File: config.mk
export PLATFORM = sky130hd
export DESIGN_NAME = merge_wbuf
export DESIGN_NICKNAME = d
export VERILOG_FILES = /design/src/rtl/wbuf_pkg.sv /design/src/rtl/wbuf_ptrs.sv /design/src/rtl/wbuf_match.sv /design/src/rtl/merge_wbuf.sv
export SDC_FILE = /design/constraint.sdc
export NUM_CORES = 1
export LEC_CHECK = 0
export BUFFER_PORTS_ARGS = -buffer_cell sky130_fd_sc_hd__buf_4
export CAP_MARGIN = 20
export CORE_MARGIN = 10
export CORE_UTILIZATION = 55
export DETAILED_ROUTE_END_ITERATION = 7
export PLACE_DENSITY_LB_ADDON = 0.1
export RECOVER_POWER = 50
export SYNTH_ARGS = -nofsm -noshare
export SYNTH_HDL_FRONTEND = slang
export SYNTH_SLANG_ARGS = --single-unit
File: constraint.sdc
create_clock -name clk -period 7.95 [get_ports clk]
set_clock_uncertainty 0.05 [all_clocks]
set_input_delay 1.59 -clock clk [delete_from_list [all_inputs] [get_ports clk]]
set_output_delay 1.59 -clock clk [all_outputs]
set_load 0.02 [all_outputs]
File: src/rtl/wbuf_pkg.sv
package wbuf_pkg;
    localparam int WB_ADDR_W = 32;
    localparam int WB_DATA_W = 32;
    localparam int WB_SLOTS  = 4;
    localparam int SLOT_W    = $clog2(WB_SLOTS);
    localparam int WORD_LSB  = $clog2(WB_DATA_W / 8);
    localparam int BLK_LSB   = WORD_LSB + SLOT_W;
    localparam int BLK_W     = WB_ADDR_W - BLK_LSB;

    typedef struct packed {
        logic [BLK_W-1:0]                       blk;
        logic [WB_SLOTS-1:0]                    mask;
        logic [WB_SLOTS-1:0][WB_DATA_W-1:0]     data;
    } wb_entry_t;

    function automatic logic [BLK_W-1:0] blk_of(input logic [WB_ADDR_W-1:0] a);
        return a[WB_ADDR_W-1:BLK_LSB];
    endfunction

    function automatic logic [SLOT_W-1:0] slot_of(input logic [WB_ADDR_W-1:0] a);
        return a[BLK_LSB-1:WORD_LSB];
    endfunction
endpackage

File: src/rtl/wbuf_ptrs.sv
module wbuf_ptrs #(
    parameter int DEPTH = 4,
    localparam int PTR_W = $clog2(DEPTH)
) (
    input  logic             clk,
    input  logic             rst,
    input  logic             push,
    input  logic             pop,
    output logic [PTR_W-1:0] head,
    output logic [PTR_W-1:0] tail,
    output logic [PTR_W:0]   count,
    output logic [DEPTH-1:0] occ
);
    always_ff @(posedge clk) begin
        if (rst) begin
            head  <= '0;
            tail  <= '0;
            count <= '0;
        end else begin
            if (push) tail <= tail + 1'b1;
            if (pop)  head <= head + 1'b1;
            if (push && !pop)      count <= count + 1'b1;
            else if (pop && !push) count <= count - 1'b1;
        end
    end

    for (genvar i = 0; i < DEPTH; i++) begin : g_occ
        logic [PTR_W-1:0] rel;
        assign rel    = PTR_W'(i) - head;
        assign occ[i] = {1'b0, rel} < count;
    end
endmodule

File: src/rtl/wbuf_match.sv
module wbuf_match import wbuf_pkg::*; #(
    parameter int DEPTH = 4,
    localparam int PTR_W = $clog2(DEPTH)
) (
    input  logic [DEPTH-1:0]            cand,
    input  logic [DEPTH-1:0][BLK_W-1:0] blk_vec,
    input  logic [BLK_W-1:0]            st_blk,
    output logic                        hit,
    output logic [PTR_W-1:0]            hit_idx
);
    logic [DEPTH-1:0] eq;

    for (genvar i = 0; i < DEPTH; i++) begin : g_cmp
        assign eq[i] = cand[i] && (blk_vec[i] == st_blk);
    end

    always_comb begin
        hit     = 1'b0;
        hit_idx = '0;
        for (int i = DEPTH - 1; i >= 0; i--) begin
            if (eq[i]) begin
                hit     = 1'b1;
                hit_idx = PTR_W'(i);
            end
        end
    end
endmodule

File: src/rtl/merge_wbuf.sv
module merge_wbuf import wbuf_pkg::*; #(
    parameter int DEPTH = 4
) (
    input  logic                          clk,
    input  logic                          rst,
    input  logic                          st_valid,
    input  logic [WB_ADDR_W-1:0]          st_addr,
    input  logic [WB_DATA_W-1:0]          st_data,
    output logic                          st_ready,
    output logic                          mem_valid,
    input  logic                          mem_ready,
    output logic [WB_ADDR_W-1:0]          mem_addr,
    output logic [WB_SLOTS*WB_DATA_W-1:0] mem_data,
    output logic [WB_SLOTS-1:0]           mem_mask,
    output logic                          full,
    output logic                          empty
);
    localparam int PTR_W = $clog2(DEPTH);

    wb_entry_t                   ent_q [DEPTH];
    logic                        head_lock_q;
    logic [PTR_W-1:0]            head, tail, hit_idx;
    logic [PTR_W:0]              count;
    logic [DEPTH-1:0]            occ, cand;
    logic [DEPTH-1:0][BLK_W-1:0] blk_vec;
    logic                        hit, offer, accept, alloc, pop;
    logic [BLK_W-1:0]            st_blk;
    logic [SLOT_W-1:0]           slot;

    assign st_blk = blk_of(st_addr);
    assign slot   = slot_of(st_addr);
    assign empty  = (count == '0);
    assign full   = (count == (PTR_W+1)'(DEPTH));

    // Oldest entry goes out once it can no longer gain merges cheaply.
    assign offer = !empty && (head_lock_q || count > (PTR_W+1)'(1) || !st_valid);

    for (genvar i = 0; i < DEPTH; i++) begin : g_cand
        assign blk_vec[i] = ent_q[i].blk;
        assign cand[i]    = occ[i] && !(offer && head == PTR_W'(i));
    end

    wbuf_match #(.DEPTH(DEPTH)) u_match (
        .cand    (cand),
        .blk_vec (blk_vec),
        .st_blk  (st_blk),
        .hit     (hit),
        .hit_idx (hit_idx)
    );

    assign st_ready = hit || !full;
    assign accept   = st_valid && st_ready;
    assign alloc    = accept && !hit;
    assign pop      = offer && mem_ready;

    wbuf_ptrs #(.DEPTH(DEPTH)) u_ptrs (
        .clk   (clk),
        .rst   (rst),
        .push  (alloc),
        .pop   (pop),
        .head  (head),
        .tail  (tail),
        .count (count),
        .occ   (occ)
    );

    always_ff @(posedge clk) begin
        if (rst)       head_lock_q <= 1'b0;
        else if (pop)  head_lock_q <= 1'b0;
        else if (offer) head_lock_q <= 1'b1;
    end

    always_ff @(posedge clk) begin
        if (rst) begin
            for (int i = 0; i < DEPTH; i++) ent_q[i] <= '0;
        end else if (accept) begin
            if (hit) begin
                ent_q[hit_idx].mask[slot] <= 1'b1;
                ent_q[hit_idx].data[slot] <= st_data;
            end else begin
                ent_q[tail].blk        <= st_blk;
                ent_q[tail].mask       <= WB_SLOTS'(1) << slot;
                ent_q[tail].data[slot] <= st_data;
            end
        end
    end

    assign mem_valid = offer;
    assign mem_addr  = {ent_q[head].blk, {BLK_LSB{1'b0}}};
    assign mem_data  = ent_q[head].data;
    assign mem_mask  = ent_q[head].mask;
endmodule

==> impl_metrics.xml <==
<?xml version="1.0" encoding="UTF-8"?>
<metrics>
  <group name="run_status">
    <metric name="run_status" unit="">finished with violations</metric>
    <metric name="violated_checks" unit="">capacitance limit, slew limit</metric>
  </group>
  <group name="sta">
    <metric name="final-setup-viol-count" unit="">0</metric>
    <metric name="timing.final.hold_violations" unit="">0</metric>
    <metric name="grt_setup_unrepaired" unit="">no</metric>
    <metric name="fin_setup_tns" unit="ns">0</metric>
    <metric name="timing.final.max_slew_violations" unit="">313</metric>
    <metric name="timing.hold.ws" unit="ns">0.479</metric>
    <metric name="worst_slew_pin_slew" unit="ns">2.88</metric>
    <metric name="timing.max_slew.rel_slack" unit="">-0.919</metric>
    <metric name="final.period_utilization" unit="">0.822</metric>
    <metric name="layout_setup_ws" unit="ns">1.41</metric>
    <metric name="max_freq" unit="GHz">0.153</metric>
    <metric name="final_period_minus_worst_setup_slack" unit="ns">6.54</metric>
  </group>
  <group name="placement">
    <metric name="placed_area" unit="mm²">0.0364</metric>
    <metric name="placement.setup.worst_slack" unit="ns">1.73</metric>
    <metric name="post-place-cells" unit="">2863</metric>
    <metric name="post_dp_hpwl" unit="mm">58.3</metric>
    <metric name="gp_routability_congestion" unit="">0.862</metric>
    <metric name="buffer_ports.inserted" unit="">229</metric>
  </group>
  <group name="worst_setup_path">
    <metric name="reg2reg_to" unit="">ent_q[2][95]$_SDFFCE_PN0P_</metric>
    <metric name="crit_path_cell_trace" unit="">clkbuf_1 -&gt; a31oi_1 -&gt; and2_0 -&gt; nor4_1 -&gt; or4_4 -&gt; o21a_1 -&gt; clkbuf_2 -&gt; a2111oi_0</metric>
    <metric name="critical_path.max_stage_delay" unit="ns">1.24</metric>
    <metric name="worst_path_max_delay_cell" unit="">clkbuf_2</metric>
    <metric name="path_max_fanout" unit="">42</metric>
    <metric name="worst_setup_path_end_kind" unit="">flop</metric>
    <metric name="reg2regPathDepth" unit="">9</metric>
    <metric name="critPathLaunchType" unit="">input pin</metric>
    <metric name="setup.reg_to_reg.worst_slack" unit="ns">1.85</metric>
    <metric name="setup.worst_path.class" unit="">in2reg</metric>
    <metric name="r2r_start" unit="">u_ptrs.count[0]$_SDFFE_PP0P_</metric>
    <metric name="worst_path_dominant_cell_family" unit="">buffers and inverters</metric>
    <metric name="timing.critical_path.buf_inv" unit="">2</metric>
    <metric name="worst_ep_required_time" unit="ns">8.19</metric>
    <metric name="worst-endpoint-arrival" unit="ns">6.77</metric>
  </group>
  <group name="cells_and_area">
    <metric name="post_route_cells_drive_above_1_share" unit="">0.267</metric>
    <metric name="flow.area_growth_from_synthesis" unit="%">6.55</metric>
    <metric name="filler_cells" unit="">4936</metric>
    <metric name="stdcell_area" unit="mm²">0.0364</metric>
    <metric name="finalNonFillerCells" unit="">2996</metric>
    <metric name="post-route-util" unit="">0.591</metric>
    <metric name="fin_nets" unit="">2181</metric>
  </group>
  <group name="hold_path">
    <metric name="worstHoldPathType" unit="">reg2reg</metric>
    <metric name="holdCritStartpoint" unit="">u_ptrs.head[1]$_SDFFE_PP0P_</metric>
    <metric name="worst_hold_path.num_cells" unit="">2</metric>
  </group>
  <group name="floorplanning">
    <metric name="fp-row-count" unit="">91</metric>
    <metric name="initial_utilization" unit="">0.555</metric>
    <metric name="design.core.area" unit="mm²">0.0616</metric>
    <metric name="die_width" unit="µm">269</metric>
    <metric name="die-height" unit="µm">269</metric>
    <metric name="die_area" unit="mm²">0.0725</metric>
    <metric name="boundaryPins" unit="">236</metric>
  </group>
  <group name="logic_synthesis">
    <metric name="yosysUniqueCellTypes" unit="">59</metric>
    <metric name="synth_top_area_frac" unit="">0.563</metric>
    <metric name="yosys_register_bits" unit="">650</metric>
    <metric name="synth-async-reset-ratio" unit="">0</metric>
    <metric name="syn_avg_cell_area" unit="µm²">16.9</metric>
    <metric name="synthDominantAreaCellType" unit="">edfxtp_1</metric>
    <metric name="synth.cell_area" unit="mm²">0.0342</metric>
    <metric name="synth.top_cells.by_area" unit="">edfxtp_1 (56%), a2111oi_2 (14%), mux4_2 (11%), xor2_1 (2.9%), o211ai_4 (1.7%)</metric>
    <metric name="synth_edf_count" unit="">640</metric>
    <metric name="synth-seq-area-share" unit="">0.568</metric>
    <metric name="synth_cells" unit="">2026</metric>
    <metric name="synth.yosys.warnings" unit="">0</metric>
    <metric name="postSynth.topFlopCell" unit="">edfxtp_1</metric>
  </group>
  <group name="grt">
    <metric name="globalRouteOverflowTotal" unit="">0</metric>
    <metric name="grt_util_all_layers" unit="">0.281</metric>
    <metric name="grt_start_max_net_pins" unit="">128</metric>
    <metric name="first_global_vias" unit="">21900</metric>
    <metric name="grt_first_pass_wirelength" unit="mm">154</metric>
    <metric name="antenna_found_initial" unit="">5</metric>
  </group>
  <group name="pwr">
    <metric name="seq_power_share" unit="">0.407</metric>
    <metric name="netSwitchingFraction" unit="">0.352</metric>
    <metric name="combinational_power_share" unit="">0.289</metric>
    <metric name="cell_internal_pwr" unit="mW">6.89</metric>
    <metric name="pwr_density_cell" unit="mW/mm²">292</metric>
    <metric name="cellLeakagePower" unit="nW">11.3</metric>
    <metric name="ir_worst_vdd" unit="mV">0.310</metric>
    <metric name="net-switching-power" unit="mW">3.74</metric>
    <metric name="clkPwrFrac" unit="">0.304</metric>
    <metric name="total_power_after_layout" unit="mW">10.6</metric>
  </group>
  <group name="clock_tree">
    <metric name="postCtsSetupBuffers" unit="">0</metric>
    <metric name="postCtsResizedCells" unit="">0</metric>
    <metric name="tritoncts" unit="">built</metric>
    <metric name="skew_pair_late_insertion_delay" unit="ns">0.62</metric>
    <metric name="cts-htree-levels" unit="">3</metric>
    <metric name="ctsHoldBuffers" unit="">0</metric>
    <metric name="cts_max_path_buffers" unit="">3</metric>
    <metric name="cts_root_buf" unit="">clkbuf_16</metric>
    <metric name="clkSinkCount" unit="">650</metric>
    <metric name="clock_buffer_count_from_cts" unit="">71</metric>
    <metric name="worst_setup_hold_path_clk_slew" unit="ns">0.06</metric>
  </group>
  <group name="route">
    <metric name="met1_length" unit="mm">40.7</metric>
    <metric name="drcViolationCount" unit="">0</metric>
    <metric name="wl" unit="mm">104</metric>
    <metric name="met2_wirelength" unit="mm">49.8</metric>
    <metric name="post_route_antenna_net_violation_count" unit="">0</metric>
    <metric name="route.top_layer_used" unit="">met5</metric>
    <metric name="detail_route.first_pass.iterations" unit="">6</metric>
    <metric name="detail_route.wl_per_cell" unit="µm">34.8</metric>
    <metric name="viasPerCell" unit="">7.22</metric>
    <metric name="dr_wl_met3" unit="mm">10.4</metric>
    <metric name="routed_vias" unit="">21622</metric>
    <metric name="drt_first_iter_violations" unit="">2547</metric>
  </group>
  <group name="job">
    <metric name="max_cap_viol_count" unit="">8</metric>
  </group>
</metrics>
-- cell type report --
class                           count  area (µm²)  share of cell area
Multi-Input combinational cell   1027       11800               0.323
Antenna cell                        2        5.00            0.000137
Clock inverter                     32         236             0.00650
Inverter                           50         195             0.00536
Clock buffer                       98        1980              0.0545
Sequential cell                   650       19400               0.534
Tap cell                          837        1050              0.0288
Timing Repair Buffer              300        1740              0.0478
-- cell usage in the layout (no fill, tap or decap), types with 4 or more instances in the layout --
cell type  count
a2111oi_0    218
a2111oi_1      8
a2111oi_2    157
a211oi_1       9
a21oi_1       13
a221oi_1       4
and2_0        11
and2_1        11
and4_1        20
and4b_1       20
buf_12        10
buf_4        115
clkbuf_1     188
clkbuf_16     76
clkbuf_2       8
clkinv_1      16
clkinv_2       9
conb_1         4
dfxtp_1        9
edfxtp_1     640
ha_1          13
inv_1         49
mux4_2       160
nand2_1       44
nand3_1        6
nand4_1       13
nor2_1         8
nor3_1        28
nor4_1        40
nor4bb_1      20
o211ai_1      35
o31ai_1       18
o31ai_4        9
xor2_1       114
-- power by group through the flow --
| stage | clock network [mW] | registers, mW | logic, mW |
|---|---|---|---|
| 2_1_floorplan | 0 | 4.30 | 2.31 |
| 3_3_place_gp | 0 | 4.39 | 3.51 |
| 3_5_place_dp | 0 | 4.41 | 3.52 |
| 4_1_cts | 3.25 | 4.34 | 3.53 |
| 5_1_grt | 3.38 | 4.36 | 3.23 |
| 6_report | 3.23 | 4.33 | 3.07 |
-- cell usage after synthesis, types with 4 or more instances --
cell type	count
a2111oi_1	15
buf_1	37
dfxtp_1	10
buf_4	16
a2111oi_0	53
nand3_1	6
buf_2	104
clkbuf_1	116
buf_6	28
o211ai_4	28
nand4_1	13
mux4_2	160
xor2_1	114
o31ai_1	27
and4_1	20
a21oi_1	13
nor4_1	39
nand2_1	44
a211oi_2	5
ha_1	13
a221oi_1	4
nor3_1	28
edfxtp_1	640
nor4bb_1	20
a2111oi_2	314
inv_1	49
and2_1	22
a211oi_1	10
nor2_1	10
o211ai_2	8
and4b_1	20
-- worst max-delay path by stage --
stage                     cells after the start        start  slack (ns)                     endpoint
final                                         8     st_valid        1.41  ent_q[0][123]$_SDFFCE_PN0P_
after global routing                          3         flop        1.18                 mem_data[89]
after CTS                                    10  st_addr[21]        2.35   ent_q[2][96]$_SDFFCE_PN0P_
after detailed placement                     10  st_addr[21]        1.73  ent_q[2][120]$_SDFFCE_PN0P_
after global placement                        9  st_addr[21]        1.71       ent_q[3][47]$_DFFE_PP_
after floorplan                              10   st_addr[4]        1.43   ent_q[2][32]$_SDFFCE_PN0P_
-- flip-flops by register name, indices dropped and copies added (netlist names), named ones only --
signal        cells
u_ptrs.count      3
ent_q           640
head_lock_q       1
u_ptrs.head       2
u_ptrs.tail       2
-- layer usage --
layer,up-vias,GRT usage
met1,11209,0.387
li1,8835,-
met3,210,0.0615
met4,4,0.0877
met2,1364,0.442
met5,-,0
-- logic make-up after synthesis --
family / synth area share
xor+xnor: 0.0295
simple gates: 0.0443
other cells: 0.000110
compound gates: 0.196
mux: 0.106
buf+inv: 0.0507
flops: 0.568
fa+ha+maj: 0.00476
-- tightest hold or removal path, cell delays in order (launching register included) --
cell and delay [ns]:
dfxtp_1 0.35, nand2_1 0.07, a21oi_1 0.07
Note: power is estimated with default switching activity, not from simulation.
